===== src/rtl/cyc_count_serializer.sv =====
module cyc_count_serializer #(
  parameter int CTR_W = 32
) (
  input  logic       clk,
  input  logic       rst_n,
  input  logic       cyc_en,
  input  logic       start_valid,
  output logic       start_ready,
  output logic [7:0] out_data,
  output logic       out_valid,
  input  logic       out_ready
);
  localparam logic [CTR_W-1:0] CNT_MAX = '1;

  logic [CTR_W-1:0] cnt;
  logic             busy;
  logic [31:0]      val;
  logic [2:0]       idx;
  logic [2:0]       last;
  logic [31:0]      snap;
  logic [2:0]       snap_last;
  logic             accept, take, fire;

  assign start_ready = !busy;
  assign out_valid   = busy;
  assign accept      = start_valid && !busy;
  assign take        = accept && cyc_en;
  assign fire        = busy && out_ready;

  assign snap = (cnt == CNT_MAX) ? 32'hFFFF_FFFF : 32'(cnt);

  always_comb begin
    if      (|snap[31:25]) snap_last = 3'd4;
    else if (|snap[24:18]) snap_last = 3'd3;
    else if (|snap[17:11]) snap_last = 3'd2;
    else if (|snap[10:4])  snap_last = 3'd1;
    else                   snap_last = 3'd0;
  end

  always_ff @(posedge clk) begin
    if (!rst_n)                 cnt <= '0;
    else if (!cyc_en || accept) cnt <= '0;
    else if (cnt != CNT_MAX)    cnt <= cnt + CTR_W'(1);
  end

  always_ff @(posedge clk) begin
    if (!rst_n) begin
      busy <= 1'b0;
      val  <= '0;
      idx  <= '0;
      last <= '0;
    end else if (take) begin
      busy <= 1'b1;
      val  <= snap;
      idx  <= '0;
      last <= snap_last;
    end else if (fire) begin
      if (idx == last) busy <= 1'b0;
      else             idx  <= idx + 3'd1;
    end
  end

  logic more;
  assign more = (idx != last);

  always_comb begin
    case (idx)
      3'd0:    out_data = {more, val[3:0], 3'b000};
      3'd1:    out_data = {more, val[10:4]};
      3'd2:    out_data = {more, val[17:11]};
      3'd3:    out_data = {more, val[24:18]};
      default: out_data = {more, val[31:25]};
    endcase
  end
endmodule


===== config.mk =====
export PLATFORM = sky130hd
export DESIGN_NAME = cyc_count_serializer
export DESIGN_NICKNAME = d
export VERILOG_FILES = /design/src/rtl/cyc_count_serializer.sv
export SDC_FILE = /design/constraint.sdc
export NUM_CORES = 1
export LEC_CHECK = 0
export BUFFER_PORTS_ARGS = -buffer_cell sky130_fd_sc_hd__buf_2
export CAP_MARGIN = 20
export CORE_MARGIN = 2
export CORE_UTILIZATION = 45
export CTS_CLUSTER_SIZE = 20
export DETAILED_ROUTE_END_ITERATION = 7
export HOLD_SLACK_MARGIN = 0.15
export PLACE_DENSITY = 0.71
export SLEW_MARGIN = 20
export SYNTH_ARGS = -nofsm -noshare
export SYNTH_HDL_FRONTEND = slang
export SYNTH_SLANG_ARGS = --single-unit

===== constraint.sdc =====
create_clock -name clk -period 2.7 [get_ports clk]
set_input_delay 0.27 -clock clk [delete_from_list [all_inputs] [get_ports clk]]
set_output_delay 0.27 -clock clk [all_outputs]
set_load 0.03 [all_outputs]

==> flow_summary.ini, run 1 <==
[cts]
cts.htree.levels = 3
clk_path_buf_depth = 2
cts-root-buf = clkbuf_8
postCtsSetupBuffers = 0
clock_latency_ns = 0.35
cts_tree = built
cts_hold_buf = 0
cts.clk_slew.worst_paths_ns = 0.08
cts_inserted_buffers = 9
cts-resized-gates = 0
cts.sinks = 71

[logic_synthesis]
synth_edf_count = 0
syn_area_per_cell_um2 = 8.291
yosysSeqAreaShare = 0.4161
yosys_most_used_dff = dfxtp_1
syn-num-nets = 423
synth-seq-cells = 71
ys_warn_count = 0
syn_inst = 412
ys_types = 40
async_flop_share = 0
syn-cell-area_um2 = 3416

[routing]
vias_per_cell = 5.669
drc = 0
wl_per_cell_um = 15.61
firstDrtPassIters = 4
drt-total-wl_um = 8115
via_count = 2948
ant_nets = 0
drt-initial-drc-count = 204

[finish]
layout.nets = 428
n_fill_cell = 714
multi_input_comb_area_um2 = 1841
layout-drive-gt1-share = 0.09264
diodes = 0
fin_cells = 520
syn2layout_area_growth_pct = 8.974
seqCellArea_um2 = 1421

[timing]
worst_pin_slew_ns = 0.5494
maxSlewHeadroom = 0.6337
min_period_ns = 2.193
setup_viol = 0
maxSlewViolCount = 0
period_share = 0.8120
rsz0062_at_grt = no
timing.final.hold_violations = 0
finalSetupTns_ns = 0
fin_skew_ns = 0.01100
fmax_mhz = 456.1

[critical_path]
cp_data_required_time_ns = 2.43
critPathBufInv = 2
reg2reg_slack_ns = 0.72
slowest_delay_ns = 0.37
crit_type = flip-flop to output pin
crit_fanout = 15
r2r_cells = 5
path_delay_family = buffers and inverters
timing.rr.end = cnt[30]
r2r-start = cnt[9]
crit_chain = inv_1, ha_1, a22oi_1, nand3_1, o21a_1, buf_2
critical-path-slowest-cell = ha_1
startpoint_type = flip-flop
arrival_ns = 1.92
end_kind = output pin
cp.depth = 6

[power]
power_mw = 2.059
p_leak_nw = 1.288
power_density_nw_per_um2 = 553.1
ir_worst_vdd_mv = 0.2671

[die]
die_area_um2 = 8304
initial_core_util = 0.4684
io_pins = 15
fp-row-count = 31
coreArea_um2 = 7292
dieWidth_um = 91.13
die_h_um = 91.13

[place]
io_buffers = 14
place_congestion = 0.9195
hpwlAfterDp_um = 5703
place_inst = 505

[hold_path]
whs_path_depth = 4
min_to = out_valid
min_from = out_ready
min_path_type = input pin to flip-flop

[grt]
antenna_found_initial = 0
grt_pass1_vias = 2771
grt_start_max_net_pins = 39
grt.overflow.total = 0
grt_pass1_wl_um = 13840
grt_usage = 0.2069

[outcome]
outcome = finished, final reports clean

[run]
max-cap-violations = 0
## logic make-up after synthesis
| family | after synthesis | share of synthesized area |
|---|---|---|
| simple gates | 189 | 0.2843 |
| compound gates | 102 | 0.1967 |
| mux | 7 | 0.02051 |
| xor+xnor | 6 | 0.01538 |
| buf+inv | 31 | 0.04506 |
| flops | 71 | 0.4161 |
| fa+ha+maj | 6 | 0.02198 |
## metal layers
metal  wire length, um  up-vias  GRT usage
li1                  -     1489          -
met1              3939     1394     0.2896
met2              3729       54     0.3154
met3               274       11    0.04066
met4               172        0    0.07702
met5                 0        -          0
## sequential cells by signal (all words and copies together) (netlist names)
register / count
cnt: 32
val: 32
idx: 3
last: 3
out_valid: 1
## cell type report
cell class	count	share of cell area
Clock inverter	6	0.02319
Sequential cell	71	0.3818
Clock buffer	9	0.03328
Timing Repair Buffer	18	0.02689
Tap cell	99	0.03328
Multi-Input combinational cell	310	0.4945
Inverter	7	0.007059
## worst register-to-register path: stages, from the launching register on
cell and delay (ns):
dfxtp_1 0.43, and4_4 0.29, nand4_4 0.12, a211o_1 0.47
or4_1 0.45, a21oi_1 0.15
## stage by stage
stage	hold slack, ns	cell area (um^2)	worst slack [ns]	utilization
2_1_floorplan	0.4429	3416	0.8086	-
3_3_place_gp	0.4538	3512	0.7993	0.4816
3_5_place_dp	0.4589	3512	0.7452	0.4816
4_1_cts	0.2745	3722	0.5134	0.5105
5_1_grt	0.3906	3722	0.3214	0.5105
6_report	0.2775	3722	0.5075	0.5105
## worst max-delay path by stage
| stage | start | endpoint | slack, ns |
|---|---|---|---|
| 6_report | idx[2] | out_data[4] | 0.51 |
| 5_1_grt | idx[2] | out_data[4] | 0.32 |
| 4_1_cts | idx[2] | out_data[1] | 0.51 |
| 3_5_place_dp | cnt[9] | cnt[30] | 0.75 |
| 3_3_place_gp | cnt[10] | cnt[30] | 0.80 |
| 2_1_floorplan | idx[2] | out_data[0] | 0.81 |
## synth_stat cells (6+ instances only)
master,number,area (um^2)
or3_1,15,93.84
a21oi_1,22,110.1
o21ai_0,19,95.09
nand4_1,6,37.54
nand2b_1,7,43.79
ha_1,6,75.07
mux2i_1,7,70.07
a21boi_0,31,232.7
clkbuf_1,16,60.06
dfxtp_1,71,1421
nor2_1,13,48.80
nor4_1,6,37.54
or4_1,10,75.07
nand3_1,22,110.1
nand2_1,82,307.8
inv_1,7,26.28
a22oi_1,10,75.07
and3_1,11,68.82
## cell usage in the layout, fill, tap and decap left out, types with 3 or more instances in the layout
cell       n
inv_1      7
o211ai_1   4
buf_4      4
or4_1     10
o31ai_1    4
dfxtp_1   71
clkbuf_8   9
a22oi_1   10
xnor2_1    5
nand3_1   22
nor3_1     5
a21boi_0  31
nand2_1   82
nand4_1    6
and3_1    11
nor4_1     6
a21oi_1   22
a222oi_1   3
ha_1       6
mux2i_1    7
buf_2     14
or3_1     15
o21ai_0   19
nor2_1    13
nand2b_1   7
o21a_1     4
## where the power goes
part | internal (mW) | switching, mW
registers | 1.05 | 0.00486
clock network | 0.513 | 0.401
logic | 0.0273 | 0.0617
total | 1.59 | 0.467
(Power assumes the default switching activity.)
==> inputs of run 2 (changes only) <==
--- a/config.mk
+++ b/config.mk
@@ -5,6 +5,7 @@
 export SDC_FILE = /design/constraint.sdc
 export NUM_CORES = 1
 export LEC_CHECK = 0
+export ABC_AREA = 1
 export BUFFER_PORTS_ARGS = -buffer_cell sky130_fd_sc_hd__buf_2
 export CAP_MARGIN = 20
 export CORE_MARGIN = 2
@@ -12,7 +13,7 @@
 export CTS_CLUSTER_SIZE = 20
 export DETAILED_ROUTE_END_ITERATION = 7
 export HOLD_SLACK_MARGIN = 0.15
-export PLACE_DENSITY = 0.71
+export PLACE_DENSITY = 0.74
 export SLEW_MARGIN = 20
 export SYNTH_ARGS = -nofsm -noshare
 export SYNTH_HDL_FRONTEND = slang
==> constraint.sdc (replaced) <==
create_clock -name clk -period 2 [get_ports clk]
set_input_delay 0.2 -clock clk [delete_from_list [all_inputs] [get_ports clk]]
set_output_delay 0.2 -clock clk [all_outputs]
set_load 0.03 [all_outputs]
==> flow_summary.ini, run 2 <==
[cts]
postCtsSetupBuffers = 0
clk_path_buf_depth = 2
cts_inserted_buffers = 9
cts.clk_slew.worst_paths_ns = 0.08
cts.htree.levels = 3
cts-root-buf = clkbuf_8
clock_latency_ns = 0.37
cts_tree = built
cts-resized-gates = 2
cts_hold_buf = 0
cts.sinks = 71

[routing]
via_count = 3615
ant_nets = 0
drt-total-wl_um = 10060
drc = 0
drt-initial-drc-count = 305
wl_per_cell_um = 14.79
vias_per_cell = 5.316
firstDrtPassIters = 5

[place]
hpwlAfterDp_um = 7546
dpl_cell_area_um2 = 3865
io_buffers = 14
dp_slack_ns = 0.2775
place_congestion = 0.9194

[timing]
min_period_ns = 1.952
fin_ws_ns = 0.04819
maxSlewHeadroom = 0.7527
rsz0062_at_grt = yes
period_share = 0.9759
worst_pin_slew_ns = 0.3696
setup_viol = 0
timing.final.hold_violations = 0
maxSlewViolCount = 0
fin_skew_ns = 0.01162
fmax_mhz = 512.3

[grt]
grt_start_max_net_pins = 51
grt_pass1_vias = 3405
grt_usage = 0.2423
antenna_found_initial = 0
grt_pass1_wl_um = 16480
grt.overflow.total = 0

[logic_synthesis]
yosys-top-cells-area = dfxtp_1 38%, nand2_1 15%, nor2_1 7.3%, inv_1 6.8%, nand3_1 5.6%
syn_area_per_cell_um2 = 6.657
yosys_most_used_dff = dfxtp_1
ys_top_cells_by_count = 151 x nand2_1, 72 x nor2_1, 71 x dfxtp_1
syn-num-nets = 566
synth.top_cell.area_share = 0.3847
post-synth-top-count-cell = nand2_1
synth-seq-cells = 71
yosysTopAreaCell = dfxtp_1
async_flop_share = 0
syn_inst = 555
syn-cell-area_um2 = 3695
synth_edf_count = 0
ys_warn_count = 0
yosysSeqAreaShare = 0.3847
ys_types = 33

[run]
max-cap-violations = 0

[die]
fp-row-count = 33
initial_core_util = 0.4566
die_area_um2 = 8951
coreArea_um2 = 8093
io_pins = 15
dieWidth_um = 94.61
die_h_um = 94.61

[finish]
seqCellArea_um2 = 1424
layout-drive-gt1-share = 0.1183
layout.nets = 581
final_common_cell = nand2_1
diodes = 0
final_core_util = 0.5053
layout_common_cells = 151 x nand2_1, 72 x nor2_1, 69 x dfxtp_1
largestRegisters = cnt: 32 flops, val: 32 flops
final_area_um2 = 4089
syn2layout_area_growth_pct = 10.67
n_fill_cell = 833
multi_input_comb_area_um2 = 1937

[critical_path]
startpoint_type = flip-flop
end_kind = output pin
r2r-start = cnt[1]
arrival_ns = 1.75
startpoint = idx[0]
crit_fanout = 7
cp_data_required_time_ns = 1.80
crit_type = flip-flop to output pin

[outcome]
outcome = finished, final reports clean

[power]
ir_worst_vdd_mv = 0.4078
power_density_nw_per_um2 = 663.0
p_leak_nw = 1.707

[hold_path]
min_path_type = input pin to flip-flop
min_from = out_ready
==> run 2: cell types whose count changed after synthesis, moves of 11 or more <==
cell      before  now
nand2_1       82  151
a21boi_0      31    0
and3_1        11    0
a21oi_1       22   34
o21ai_0       19   37
or3_1         15    0
nand3_1       22   41
inv_1          7   67
nor2_1        13   72
==> run 2: through the flow <==
stage               TNS (ns)  std cells  total power [mW]  hold WS (ns)
floorplan                  0        555             1.617        0.4056
finish                     0        680             2.711        0.1756
global placement           0        664             1.667        0.4503
detailed placement         0        664             1.670        0.4582
global route        -0.01659        680             2.807        0.1824
CTS                        0        680             2.721        0.1712
==> run 2: power by group <==
group	switching, mW	total, mW	internal (mW)	leakage [nW]
combinational	0.113	0.166	0.0528	1.04
sequential	0.0278	1.48	1.45	0.577
clock	0.579	1.07	0.487	0.0885
==> run 2: kinds of logic (layout without fill, tap and decap cells) <==
| logic type | Yosys count | count (layout) | synth area share |
|---|---|---|---|
| compound gates | 93 | 93 | 0.1399 |
| fa+ha+maj | 6 | 6 | 0.02032 |
| simple gates | 290 | 290 | 0.3417 |
| xor+xnor | 6 | 6 | 0.01422 |
| flops | 71 | 71 | 0.3847 |
| buf+inv | 89 | 109 | 0.09922 |
==> run 2: area by class of cell <==
type                       instances  share of cell area
clock inverter                     6             0.01132
inverter                          72             0.06610
multi-input combinational        395              0.4737
tap                              105             0.03213
sequential                        71              0.3482
clock buffer                      10             0.03366
timing repair buffer              21             0.03488
==> run 2: path summary, 6_finish.rpt <==
kind	slack, ns	cells after the start	endpoint
min reg2reg	0.47	2	last[1]
max	0.05	5	out_data[2]
min	0.18	4	idx[0]
max reg2reg	0.21	10	cnt[29]
==> run 2: worst max-delay path, cell delays in order (launching register included) <==
cell and delay (ns):
dfxtp_2 0.36, ha_1 0.24, ha_4 0.20, a221oi_1 0.29
a21oi_1 0.11, buf_2 0.19
==> run 2: per-layer routing <==
layer,track usage,share of wire,up-vias
li1,-,-,1809
met1,0.3219,0.45,1625
met4,0.07488,0.021,0
met3,0.07422,0.089,20
met2,0.3771,0.44,161
met5,0,0,-
==> inputs of run 3 (changes only) <==
--- a/config.mk
+++ b/config.mk
@@ -14,6 +14,7 @@
 export DETAILED_ROUTE_END_ITERATION = 7
 export HOLD_SLACK_MARGIN = 0.15
 export PLACE_DENSITY = 0.74
+export RECOVER_POWER = 50
 export SLEW_MARGIN = 20
 export SYNTH_ARGS = -nofsm -noshare
 export SYNTH_HDL_FRONTEND = slang
==> flow_summary.ini, run 3 (synthesis gave the netlist of run 2 again) <==
[place]
place_congestion = 0.9194
hpwlAfterDp_um = 7546
io_buffers = 14

[finish]
layout_common_cells = 152 x nand2_1, 72 x nor2_1, 69 x dfxtp_1
final_core_util = 0.5026
final_common_cell = nand2_1
diodes = 0
multi_input_comb_area_um2 = 1934
seqCellArea_um2 = 1424
layout.nets = 581
syn2layout_area_growth_pct = 10.09
layout-drive-gt1-share = 0.1078
n_fill_cell = 833
largestRegisters = cnt: 32 flops, val: 32 flops

[power]
ir_worst_vdd_mv = 0.4093
power_density_nw_per_um2 = 663.6
p_leak_nw = 1.694

[timing]
fmax_mhz = 515.0
finalSetupTns_ns = 0
min_period_ns = 1.942
maxSlewHeadroom = 0.7307
timing.final.hold_violations = 0
period_share = 0.9708
worst_pin_slew_ns = 0.4040
fin_skew_ns = 0.01093
rsz0062_at_grt = yes
maxSlewViolCount = 0
setup_viol = 0

[critical_path]
crit_chain = ha_1, ha_4, a221oi_1, a21oi_1, buf_2
slowest_delay_ns = 0.36
cp_data_required_time_ns = 1.80
end_kind = output pin
reg2reg_slack_ns = 0.22
crit_type = flip-flop to output pin
critical-path-slowest-cell = dfxtp_2
crit_fanout = 7
arrival_ns = 1.74
startpoint_type = flip-flop

[die]
dieWidth_um = 94.61
die_h_um = 94.61
initial_core_util = 0.4566
die_area_um2 = 8951
coreArea_um2 = 8093
io_pins = 15
fp-row-count = 33

[routing]
firstDrtPassIters = 5
drc = 0
via_count = 3595
wl_per_cell_um = 14.82
drt-initial-drc-count = 318
drt-total-wl_um = 10080
vias_per_cell = 5.287
ant_nets = 0

[cts]
cts.htree.levels = 3
cts.clk_slew.worst_paths_ns = 0.08
cts_inserted_buffers = 9
clock_latency_ns = 0.36
cts_tree = built
postCtsSetupBuffers = 0
clk_path_buf_depth = 2
cts-root-buf = clkbuf_8
cts.sinks = 71

[outcome]
outcome = finished, final reports clean

[grt]
grt.overflow.total = 0
antenna_found_initial = 0
top_usage_layer = met2
use_met1 = 0.3219
grt_usage = 0.2423
grt_pass1_vias = 3405
met2_usage = 0.3771
grt_pass1_wl_um = 16480
use_met3 = 0.07422
grt_start_max_net_pins = 51

[hold_path]
min_path_type = input pin to flip-flop

[run]
max-cap-violations = 0
==> run 3: changes by cell type in the layout (fill, tap and decap cells not counted), sizes merged <==
| cell | previous run | this run |
|---|---|---|
| buf | 20 | 17 |
| clkbuf | 11 | 14 |
| clkinv | 5 | 6 |
| inv | 71 | 70 |
==> run 3: stage by stage <==
step	instance area [um^2]	power [mW]	hold slack, ns	cells	worst slack, ns
2_1_floorplan	3695	1.617	0.4056	555	0.06472
3_3_place_gp	3865	1.667	0.4503	664	0.3437
3_5_place_dp	3865	1.670	0.4582	664	0.2775
4_1_cts	4053	2.721	0.1712	680	0.03577
5_1_grt	4068	2.801	0.1824	680	-0.01531
6_report	4068	2.699	0.1966	680	0.05832
==> run 3: final cells by class <==
cell class,count,area share
Clock buffer,10,0.03384
Clock inverter,6,0.01138
Inverter,72,0.06644
Multi-Input combinational cell,395,0.4755
Sequential cell,71,0.3500
Tap cell,105,0.03230
Timing Repair Buffer,21,0.03045
==> run 3: repair_timing <==
action,in CTS,in global routing
endpoints found under the setup margin,6,7
gates resized for setup,2,11
hold buffers,0,0
gates cloned,0,0
==> run 3: routing by layer <==
layer  wire length (um)  vias to the layer above
met5                  0                        -
met4                206                        0
met3                926                       20
met2               4433                      159
met1               4511                     1610
li1                   -                     1806
==> run 3: final timing paths <==
check / from / depth (start not counted) / to
worst max-delay path: idx[0] / 5 / out_data[2]
worst max register to register: cnt[1] / 10 / cnt[29]
worst min register to register: last[1] / 2 / last[1]
worst min-delay path: out_ready / 4 / idx[0]
==> run 3: report_power, final <==
group	switching, mW	internal (mW)
registers	0.0278	1.45
clock network	0.574	0.487
logic	0.112	0.0482
total	0.714	1.99
==> run 3: worst max-delay path: cells and delay by family, from the launching register on <==
kind / cells / cell delay, ns
compound gates: 2 / 0.39
fa+ha+maj: 2 / 0.44
buf+inv: 1 / 0.19
flops: 1 / 0.36
